$ cat src/rtl/i2c_bus_pkg.sv
// Package: shared types and defaults for the I2C bus-ownership controller.
// Assumes: consumers import it before declaring ports that use bus_evt_t.
package i2c_bus_pkg;
    // Edge count from a start write to the status update
    localparam int unsigned STAT_DELAY_DEF = 5;
    // Synchronizer depth for the raw bus lines
    localparam int unsigned SYNC_DEF = 2;

    // Conditions decoded from the sampled lines
    typedef struct packed {
        logic start;
        logic stop;
    } bus_evt_t;
endpackage

$ cat src/rtl/i2c_line_mon.sv
// Module: i2c_line_mon
// Synchronizes raw SCL/SDA and decodes start and stop conditions by comparing
// the newest synchronized sample with the one before it.
// Assumes: STAGES >= 2; an idle bus reads high, so reset fills all flops with 1.
module i2c_line_mon
    import i2c_bus_pkg::*;
#(
    parameter int unsigned STAGES = SYNC_DEF
) (
    input  logic     clk,
    input  logic     rst_n,
    input  logic     scl_raw,
    input  logic     sda_raw,
    output bus_evt_t evt
);
    localparam int unsigned LAST = STAGES - 1;

    logic [STAGES-1:0] scl_sh;
    logic [STAGES-1:0] sda_sh;
    logic              scl_prev;
    logic              sda_prev;

    // Synchronizer chains, one flop per stage
    genvar g;
    generate
        for (g = 0; g < STAGES; g++) begin : g_stage
            if (g == 0) begin : g_first
                // First stage captures the raw line
                always_ff @(posedge clk) begin
                    if (!rst_n) begin
                        scl_sh[0] <= 1'b1;
                        sda_sh[0] <= 1'b1;
                    end else begin
                        scl_sh[0] <= scl_raw;
                        sda_sh[0] <= sda_raw;
                    end
                end
            end else begin : g_next
                // Later stages pass the sample along
                always_ff @(posedge clk) begin
                    if (!rst_n) begin
                        scl_sh[g] <= 1'b1;
                        sda_sh[g] <= 1'b1;
                    end else begin
                        scl_sh[g] <= scl_sh[g-1];
                        sda_sh[g] <= sda_sh[g-1];
                    end
                end
            end
        end
    endgenerate

    // Previous synchronized sample for edge comparison
    always_ff @(posedge clk) begin
        if (!rst_n) begin
            scl_prev <= 1'b1;
            sda_prev <= 1'b1;
        end else begin
            scl_prev <= scl_sh[LAST];
            sda_prev <= sda_sh[LAST];
        end
    end

    // Condition decode: SDA edge while SCL high in both samples
    always_comb begin
        evt.start = scl_prev & scl_sh[LAST] & sda_prev & ~sda_sh[LAST];
        evt.stop  = scl_prev & scl_sh[LAST] & ~sda_prev & sda_sh[LAST];
    end

    // a start needs SDA seen high one sample earlier
    assert_start_needs_high_R4: assert property (@(posedge clk) disable iff (!rst_n)
        evt.start |-> $past(sda_sh[LAST]));
endmodule

$ cat src/rtl/i2c_busy_track.sv
// Module: i2c_busy_track
// Holds the bus-busy flag. Enabling forces a value picked by the option bit;
// detected starts or accepted own starts set it; detected stops clear it.
// Assumes: own_start is the registered one-cycle start drive request.
module i2c_busy_track
    import i2c_bus_pkg::*;
(
    input  logic     clk,
    input  logic     rst_n,
    input  logic     en,
    input  logic     free_on_en,
    input  bus_evt_t evt,
    input  logic     own_start,
    output logic     busy
);
    logic en_q;

    // Busy flag with enable-time initialisation
    always_ff @(posedge clk) begin
        if (!rst_n) begin
            busy <= 1'b0;
            en_q <= 1'b0;
        end else begin
            en_q <= en;
            if (!en)
                busy <= 1'b0;
            else if (!en_q)
                busy <= ~free_on_en;
            else if (evt.stop)
                busy <= 1'b0;
            else if (evt.start || own_start)
                busy <= 1'b1;
        end
    end

    assert_busy_off_when_disabled_R11: assert property (@(posedge clk) disable iff (!rst_n)
        !en |=> !busy);
    assert_busy_at_enable_R2: assert property (@(posedge clk) disable iff (!rst_n)
        (en && !en_q && !free_on_en) |=> busy);
    assert_free_at_enable_R3: assert property (@(posedge clk) disable iff (!rst_n)
        (en && !en_q && free_on_en) |=> !busy);
    assert_stop_frees_R4: assert property (@(posedge clk) disable iff (!rst_n)
        (en && en_q && evt.stop) |=> !busy);
endmodule

$ cat src/rtl/i2c_req_arb.sv
// Module: i2c_req_arb
// Takes software start/stop/release strobes, decides start requests against
// bus ownership, issues one-cycle drive requests, reports the start outcome a
// fixed number of edges after the write, and raises the stop interrupt.
// Assumes: busy comes from i2c_busy_track; strobes last one cycle.
module i2c_req_arb
    import i2c_bus_pkg::*;
#(
    parameter int unsigned STAT_DELAY = STAT_DELAY_DEF
) (
    input  logic     clk,
    input  logic     rst_n,
    input  logic     en,
    input  logic     busy,
    input  bus_evt_t evt,
    input  logic     start_wr,
    input  logic     stop_wr,
    input  logic     release_wr,
    input  logic     stop_ie,
    output logic     start_pend,
    output logic     stop_pend,
    output logic     gen_start,
    output logic     gen_stop,
    output logic     master,
    output logic     active,
    output logic     start_ok,
    output logic     stop_irq
);
    localparam int unsigned CW = $clog2(STAT_DELAY + 1);
    localparam logic [CW-1:0] CNT_LOAD = CW'(STAT_DELAY);
    localparam logic [CW-1:0] CNT_ONE  = CW'(1);

    logic          accept;
    logic          decided;
    logic [CW-1:0] stat_cnt;

    // Start is allowed on a free bus or as a repeated start by the owner
    always_comb accept = !busy || master;

    // Request bits, drive pulses and ownership
    always_ff @(posedge clk) begin
        if (!rst_n || !en) begin
            start_pend <= 1'b0;
            stop_pend  <= 1'b0;
            gen_start  <= 1'b0;
            gen_stop   <= 1'b0;
            master     <= 1'b0;
            decided    <= 1'b0;
        end else begin
            gen_start <= 1'b0;
            gen_stop  <= 1'b0;
            if (stop_pend) begin
                gen_stop  <= 1'b1;
                stop_pend <= 1'b0;
                master    <= 1'b0;
            end else if (start_pend) begin
                gen_start  <= accept;
                decided    <= accept;
                start_pend <= 1'b0;
                if (accept)
                    master <= 1'b1;
            end
            if (start_wr && !start_pend)
                start_pend <= 1'b1;
            if (stop_wr)
                stop_pend <= 1'b1;
            if (release_wr || evt.stop)
                master <= 1'b0;
        end
    end

    // Participation in the transfer seen on the lines
    always_ff @(posedge clk) begin
        if (!rst_n || !en)
            active <= 1'b0;
        else if (release_wr || evt.stop)
            active <= 1'b0;
        else if (evt.start)
            active <= 1'b1;
    end

    // Fixed-latency status report of the start outcome
    always_ff @(posedge clk) begin
        if (!rst_n || !en) begin
            stat_cnt <= '0;
            start_ok <= 1'b0;
        end else if (start_wr && !start_pend) begin
            stat_cnt <= CNT_LOAD;
        end else if (stat_cnt != '0) begin
            stat_cnt <= stat_cnt - CNT_ONE;
            if (stat_cnt == CNT_ONE)
                start_ok <= decided;
        end
    end

    // Stop-detected interrupt pulse
    always_ff @(posedge clk) begin
        if (!rst_n)
            stop_irq <= 1'b0;
        else
            stop_irq <= en && evt.stop && stop_ie;
    end

    assert_drive_from_pending_R5: assert property (@(posedge clk) disable iff (!rst_n)
        gen_start |-> $past(start_pend));
    assert_reject_no_drive_R6: assert property (@(posedge clk) disable iff (!rst_n)
        (en && start_pend && !stop_pend && busy && !master && !release_wr)
        |=> (!gen_start && !start_pend && !master));
    assert_status_on_count_R7: assert property (@(posedge clk) disable iff (!rst_n)
        ($past(en) && en && (start_ok != $past(start_ok))) |-> ($past(stat_cnt) == CNT_ONE));
    assert_one_drive_R8: assert property (@(posedge clk) disable iff (!rst_n)
        $onehot0({gen_start, gen_stop}));
    assert_irq_gated_R9: assert property (@(posedge clk) disable iff (!rst_n)
        stop_irq |-> $past(stop_ie));
    assert_release_drops_R10: assert property (@(posedge clk) disable iff (!rst_n)
        release_wr |=> (!active && !master));
endmodule

$ cat src/rtl/i2c_bus_ctrl.sv
// Module: i2c_bus_ctrl (top)
// Bus-ownership and start/stop request controller for a multi-master I2C
// port: line monitor, busy tracker and request arbiter.
// Assumes: the bit engine acts on drive_start/drive_stop pulses; raw lines
// may be asynchronous to clk.
module i2c_bus_ctrl
    import i2c_bus_pkg::*;
#(
    parameter int unsigned SYNC_STAGES = SYNC_DEF,
    parameter int unsigned STAT_DELAY  = STAT_DELAY_DEF
) (
    input  logic clk,
    input  logic rst_n,
    input  logic scl_i,
    input  logic sda_i,
    input  logic enable,
    input  logic free_on_enable,
    input  logic start_wr,
    input  logic stop_wr,
    input  logic release_wr,
    input  logic stop_irq_en,
    output logic bus_busy,
    output logic start_done,
    output logic start_pending,
    output logic stop_pending,
    output logic drive_start,
    output logic drive_stop,
    output logic is_master,
    output logic participating,
    output logic stop_irq
);
    bus_evt_t evt;

    i2c_line_mon #(.STAGES(SYNC_STAGES)) i_line_mon (
        .clk     (clk),
        .rst_n   (rst_n),
        .scl_raw (scl_i),
        .sda_raw (sda_i),
        .evt     (evt)
    );

    i2c_busy_track i_busy_track (
        .clk        (clk),
        .rst_n      (rst_n),
        .en         (enable),
        .free_on_en (free_on_enable),
        .evt        (evt),
        .own_start  (drive_start),
        .busy       (bus_busy)
    );

    i2c_req_arb #(.STAT_DELAY(STAT_DELAY)) i_req_arb (
        .clk        (clk),
        .rst_n      (rst_n),
        .en         (enable),
        .busy       (bus_busy),
        .evt        (evt),
        .start_wr   (start_wr),
        .stop_wr    (stop_wr),
        .release_wr (release_wr),
        .stop_ie    (stop_irq_en),
        .start_pend (start_pending),
        .stop_pend  (stop_pending),
        .gen_start  (drive_start),
        .gen_stop   (drive_stop),
        .master     (is_master),
        .active     (participating),
        .start_ok   (start_done),
        .stop_irq   (stop_irq)
    );
endmodule

$ cat config.mk
export PLATFORM = sky130hd
export DESIGN_NAME = i2c_bus_ctrl
export DESIGN_NICKNAME = d
export VERILOG_FILES = /design/src/rtl/i2c_bus_pkg.sv /design/src/rtl/i2c_line_mon.sv /design/src/rtl/i2c_busy_track.sv /design/src/rtl/i2c_req_arb.sv /design/src/rtl/i2c_bus_ctrl.sv
export SDC_FILE = /design/constraint.sdc
export NUM_CORES = 1
export LEC_CHECK = 0
export ABC_AREA = 1
export CAP_MARGIN = 20
export CELL_PAD_IN_SITES_DETAIL_PLACEMENT = 0
export CELL_PAD_IN_SITES_GLOBAL_PLACEMENT = 2
export CORE_MARGIN = 2
export CORE_UTILIZATION = 36
export DETAILED_ROUTE_END_ITERATION = 12
export DONT_BUFFER_PORTS = 1
export MAX_ROUTING_LAYER = met4
export PLACE_DENSITY_LB_ADDON = 0.1
export RECOVER_POWER = 100
export SLEW_MARGIN = 20
export SYNTH_ARGS = -nofsm -noshare
export SYNTH_HDL_FRONTEND = slang
export SYNTH_SLANG_ARGS = --single-unit
$ cat constraint.sdc
create_clock -name clk -period 2.25 [get_ports clk]
set_input_delay 0.1125 -clock clk [delete_from_list [all_inputs] [get_ports clk]]
set_output_delay 0.1125 -clock clk [all_outputs]
set_load 0.02 [all_outputs]
==> results of run 1 <==
[critical path, cell delays in order (launching register included)]
cell and delay [ps]:
dfxtp_1 370, inv_1 60, ha_1 210, ha_1 210, inv_1 140, nor2_1 60, a211oi_1 190
[power by group through the flow]
stage | clock network (mW) | registers [mW] | logic, mW
5_1_grt | 0.188 | 0.380 | 0.0689
3_3_place_gp | 0 | 0.386 | 0.0499
3_5_place_dp | 0 | 0.387 | 0.0505
2_1_floorplan | 0 | 0.385 | 0.0417
4_1_cts | 0.171 | 0.378 | 0.0612
6_report | 0.163 | 0.378 | 0.0574
[per-layer routing]
layer | wire length, um | vias up | track usage (%)
met3 | 93 | 2 | 4.17
met1 | 621 | 250 | 13.8
li1 | - | 309 | -
met2 | 589 | 14 | 21.5
met4 | 13 | 0 | 5.41
met5 | 0 | - | -
[through the flow]
stage / hold slack (ps) / instances / total power [mW]
3_3_place_gp: 183 / 122 / 0.436
5_1_grt: 7.62 / 132 / 0.637
2_1_floorplan: 181 / 95 / 0.426
3_5_place_dp: 185 / 122 / 0.437
6_report: 10.2 / 132 / 0.598
4_1_cts: 1.59 / 132 / 0.610
[worst paths after layout]
| kind | endpoint | from |
|---|---|---|
| worst min-delay path | i_busy_track.busy$_SDFFE_PP0P_ | free_on_enable |
| worst min register to register | i_line_mon.scl_sh[1]$_SDFF_PN1_ | i_line_mon.scl_sh[0]$_SDFF_PN1_ |
| worst max register to register | i_req_arb.stat_cnt[1]$_SDFFE_PP0P_ | i_req_arb.stat_cnt[0]$_SDFFE_PP0P_ |
| worst max-delay path | i_req_arb.stat_cnt[1]$_SDFFE_PP0P_ | i_req_arb.stat_cnt[0]$_SDFFE_PP0P_ |
[cells in the mapped netlist, drive strengths merged]
| cell | count | area share (%) |
|---|---|---|
| nand3 | 3 | 1.9 |
| dfxtp | 20 | 51 |
| nand4 | 2 | 1.6 |
| ha | 4 | 6.4 |
| o211ai | 1 | 0.96 |
| nor2 | 11 | 5.6 |
| a211oi | 1 | 1.6 |
| nand2 | 22 | 12 |
| a21oi | 3 | 1.9 |
| nor3 | 1 | 1.3 |
| o21ai | 4 | 3.5 |
| inv | 23 | 12 |
[cells by family after synthesis]
logic type / count (synthesis) / share of synthesized area [%]
adders and majority gates: 4 / 6.43
and+or+nand+nor: 39 / 22.3
AOI/OAI and AO/OA: 9 / 8.04
DFF: 20 / 51.4
buffers and inverters: 23 / 11.7
[layout make-up]
class | count | area [um^2]
well taps | 27 | 33.8
inverters | 23 | 91.3
clock buffers | 3 | 22.5
flip-flops and latches | 20 | 400
repair buffers | 7 | 70.1
fillers | 223 | 1110
multi-input cells | 52 | 270
[what timing repair did]
item	4_1_cts	5_1_grt
gates resized for setup	0	0
endpoints found under the hold margin	9	0
hold buffers	7	0
[sequential cells by signal, summed over array words and instances, names as in the netlist]
| name | flops |
|---|---|
| i_req_arb.start_ok | 1 |
| i_busy_track.busy | 1 |
| i_line_mon.scl_prev | 1 |
| i_line_mon.sda_sh | 2 |
| i_req_arb.stat_cnt | 3 |
| i_line_mon.sda_prev | 1 |
| i_req_arb.stop_pend | 1 |
| i_req_arb.active | 1 |
| i_req_arb.master | 1 |
| i_req_arb.decided | 1 |
| i_line_mon.scl_sh | 2 |
| i_req_arb.stop_irq | 1 |
| i_req_arb.gen_stop | 1 |
| i_busy_track.en_q | 1 |
| i_req_arb.start_pend | 1 |
| i_req_arb.gen_start | 1 |
==> flow_summary.ini, run 1 <==
[status]
status = completed

[timing]
fin_ws_ps = 926
slew_headroom_pct = 77.3
fin_crit_sh_pct = 58.8
period_minus_slack_ps = 1320
hold_viol_final = 0
finalSetupViolations = 0
fmax_mhz = 755
fin_worst_skew_ps = 11.0
rsz0062_at_grt = false
setup_tns_ps = 0
slew_viol_final = 0
tightest_slew_ps = 339

[floorplan]
die_area_mm2 = 0.00255
ioPinCount = 19
std_cell_rows = 16
fp.dieW_um = 50.5
die_h_um = 50.5
initial_core_util_pct = 38.9
coreArea_mm2 = 0.00200

[grt]
antenna_found_initial = 0
grt_max_degree = 11
grt_pass1_vias = 577
grt_pass1_wl_mm = 2.36
overflow = 0
track_usage_pct = 12.8

[pwr]
power.net_switching_mw = 0.146
leakagePower_nw = 0.440
p_sw_share_pct = 24.4
clockPowerShare_pct = 27.2
p_per_area_mw_per_mm2 = 673
seq_power_share_pct = 63.2
p_comb_share_pct = 9.6
ir_drop_mv = 0.207
power.internal_mw = 0.452

[finish]
layout-drive-gt1-share_pct = 7.62
fin_util_pct = 44.4
area_growth_pct = 14.1
nets = 121
mostFrequentLayoutCell = inv_1
final_cell_mix = 22 x inv_1, 21 x nand2_1, 20 x dfxtp_1
n_antenna_cell = 0
final_area_um2 = 888

[clock_tree]
cts_tree = built
post_cts_buffers = 0
clock-sinks = 20
cts.clk_slew.worst_paths_ps = 110
cts_buffers = 3
cts.root.buffer_cell = clkbuf_4
htreeDepth = 1
clk_latency_ps = 290
clockBufferDepth = 2

[placed_design]
placed_cell_area_um2 = 812
gp_congestion = 0.678
dp_slack_ps = 942
port_buffers = 0
dpl.hpwl_um = 983

[setup_path]
worstPathMaxFanout = 5
critPathArrivalTime_ps = 1540
reg2reg_slack_ps = 930
crit_path_end_kind = register
critPathLaunchType = register
reg2reg_depth = 6
critical_path_required_ps = 2470
critPathKind = reg -> reg

[worst_hold_path]
hold_path_depth = 3
holdCritPathClass = in -> reg

[synthesis]
ys_seq_area_share_pct = 51.4
syn_avg_cell_area_um2 = 8.19
ys_ff_latch = 20
yosysWarnings = 0
synth_cell_types = 18
syn-num-nets = 109
synth_area_um2 = 778
netlist_instances = 95

[route]
num_vias = 575
drc = 0
routed_wl_mm = 1.32
antenna_left = 0
via_per_inst = 4.36
wl_per_cell_um = 9.98
firstDrtPassIters = 3
drt_iter0_markers = 1

[flow_run]
maxCapViolCount = 0
(Power assumes the default switching activity.)
==> run 2, diff against run 1 <==
--- a/config.mk
+++ b/config.mk
@@ -10,7 +10,7 @@
 export CELL_PAD_IN_SITES_DETAIL_PLACEMENT = 0
 export CELL_PAD_IN_SITES_GLOBAL_PLACEMENT = 2
 export CORE_MARGIN = 2
-export CORE_UTILIZATION = 36
+export CORE_UTILIZATION = 33
 export DETAILED_ROUTE_END_ITERATION = 12
 export DONT_BUFFER_PORTS = 1
 export MAX_ROUTING_LAYER = met4
==> constraint.sdc (replaced) <==
create_clock -name clk -period 1.3 [get_ports clk]
set_input_delay 0.065 -clock clk [delete_from_list [all_inputs] [get_ports clk]]
set_output_delay 0.065 -clock clk [all_outputs]
set_load 0.02 [all_outputs]
==> flow_summary.ini, run 2 (synthesis gave the netlist of run 1 again) <==
[timing]
slew_viol_final = 0
period_minus_slack_ps = 1190
finalSetupViolations = 0
holdWs_ps = 47.9
fmax_mhz = 837
hold_viol_final = 0
fin_worst_skew_ps = 4.32
fin_ws_ps = 105
slew_headroom_pct = 75.2
setup_tns_ps = 0
tightest_slew_ps = 371
fin_crit_sh_pct = 91.9
rsz0062_at_grt = false

[route]
drc = 0
drt_iter0_markers = 15
wl_per_cell_um = 10.2
firstDrtPassIters = 4
antenna_left = 0
via_per_inst = 4.13
routed_wl_mm = 1.43
num_vias = 578

[clock_tree]
clock-sinks = 20
cts_tree = built
clockBufferDepth = 2
htreeDepth = 1
cts.clk_slew.worst_paths_ps = 110
cts_buffers = 3
clk_latency_ps = 300
cts.root.buffer_cell = clkbuf_4

[finish]
n_antenna_cell = 0
fin_util_pct = 44.7
largest_reg_flops = 3
top_regs = i_req_arb.stat_cnt (3), i_line_mon.scl_sh (2), i_line_mon.sda_sh (2)
fin_cells = 140
final_area_um2 = 988
layout-drive-gt1-share_pct = 15.2
area_growth_pct = 27.0
final_cell_mix = 21 x inv_1, 21 x nand2_1, 18 x dfxtp_1
nets = 127
largest_register = i_req_arb.stat_cnt

[grt]
track_usage_pct = 13.4
overflow = 0
grt_pass1_vias = 622
grt_max_degree = 13
antenna_found_initial = 0
grt_pass1_wl_mm = 2.57

[placed_design]
dpl.hpwl_um = 1000
dp.cells = 125
port_buffers = 0
placed_cell_area_um2 = 828
gp_congestion = 0.743
dp_slack_ps = -3.35

[setup_path]
crit_path_end_kind = register
cp_slowest_cell = dfxtp_2
critPathArrivalTime_ps = 1420
critPathBufInv = 3
cpPeakStageDelay_ps = 340
critPathKind = reg -> reg
cp_cell_sequence = inv_1 -> ha_2 -> ha_4 -> inv_2 -> buf_4 -> a211oi_2
critPathLaunchType = register
worstPathMaxFanout = 5
critPathTopFamily = adder cells
critical_path_required_ps = 1530

[floorplan]
die_area_mm2 = 0.00276
fp.dieW_um = 52.6
die_h_um = 52.6
initial_core_util_pct = 35.2
std_cell_rows = 17
ioPinCount = 19
coreArea_mm2 = 0.00221

[pwr]
leakagePower_nw = 0.472
p_per_area_mw_per_mm2 = 1310
p_total_mw = 1.30
ir_drop_mv = 0.650

[status]
status = completed

[worst_hold_path]
holdCritPathClass = in -> reg

[flow_run]
maxCapViolCount = 0
## run 2: cell count changes in the layout (fill, tap and decap cells not counted), sizes merged
cell         previous run  this run
buf                     0         2
clkbuf                  3         5
dlygate4sd3             7         9
bufinv                  0         1
## run 2: area by class of cell
class | count | area [um^2]
clock buffer | 3 | 22.5
clock inverter | 1 | 30.0
timing repair buffer | 13 | 113
fill | 244 | 1220
sequential | 20 | 403
inverter | 23 | 91.3
tap | 28 | 35.0
multi-input combinational | 52 | 294
## run 2: worst paths after layout
path / slack, ps / to / start / depth (start not counted)
min reg2reg: 420 / i_line_mon.sda_sh[1]$_SDFF_PN1_ / i_line_mon.sda_sh[0]$_SDFF_PN1_ / 2
max reg2reg: 110 / i_req_arb.stat_cnt[1]$_SDFFE_PP0P_ / i_req_arb.stat_cnt[1]$_SDFFE_PP0P_ / 6
max: 110 / i_req_arb.stat_cnt[1]$_SDFFE_PP0P_ / i_req_arb.stat_cnt[1]$_SDFFE_PP0P_ / 6
min: 50 / i_req_arb.stat_cnt[1]$_SDFFE_PP0P_ / start_wr / 3
## run 2: per-layer routing
metal  track usage, %  up-vias  wire (um)
li1                 -      320          -
met1             14.9      239        689
met2             21.0       17        603
met3             6.86        2        123
met4             3.85        0         12
met5                -        -          0
## run 2: tightest hold or removal path, cell delays in order
cell and delay, ps:
nand2_1 120, nand2_2 110, a211oi_2 30
## run 2: where the power goes
group | internal (mW) | switching, mW | leakage [nW]
clock network | 0.312 | 0.197 | 0.0279
logic | 0.0631 | 0.0728 | 0.279
registers | 0.634 | 0.0169 | 0.164
total | 1.01 | 0.287 | 0.472
## run 2: what timing repair did
item | CTS | global route
setup endpoints to repair | 3 | 4
pin swaps | 0 | 1
hold endpoints to repair | 15 | 0
buffers inserted | 0 | 2
hold buffers | 9 | 0
gates resized for setup | 0 | 8
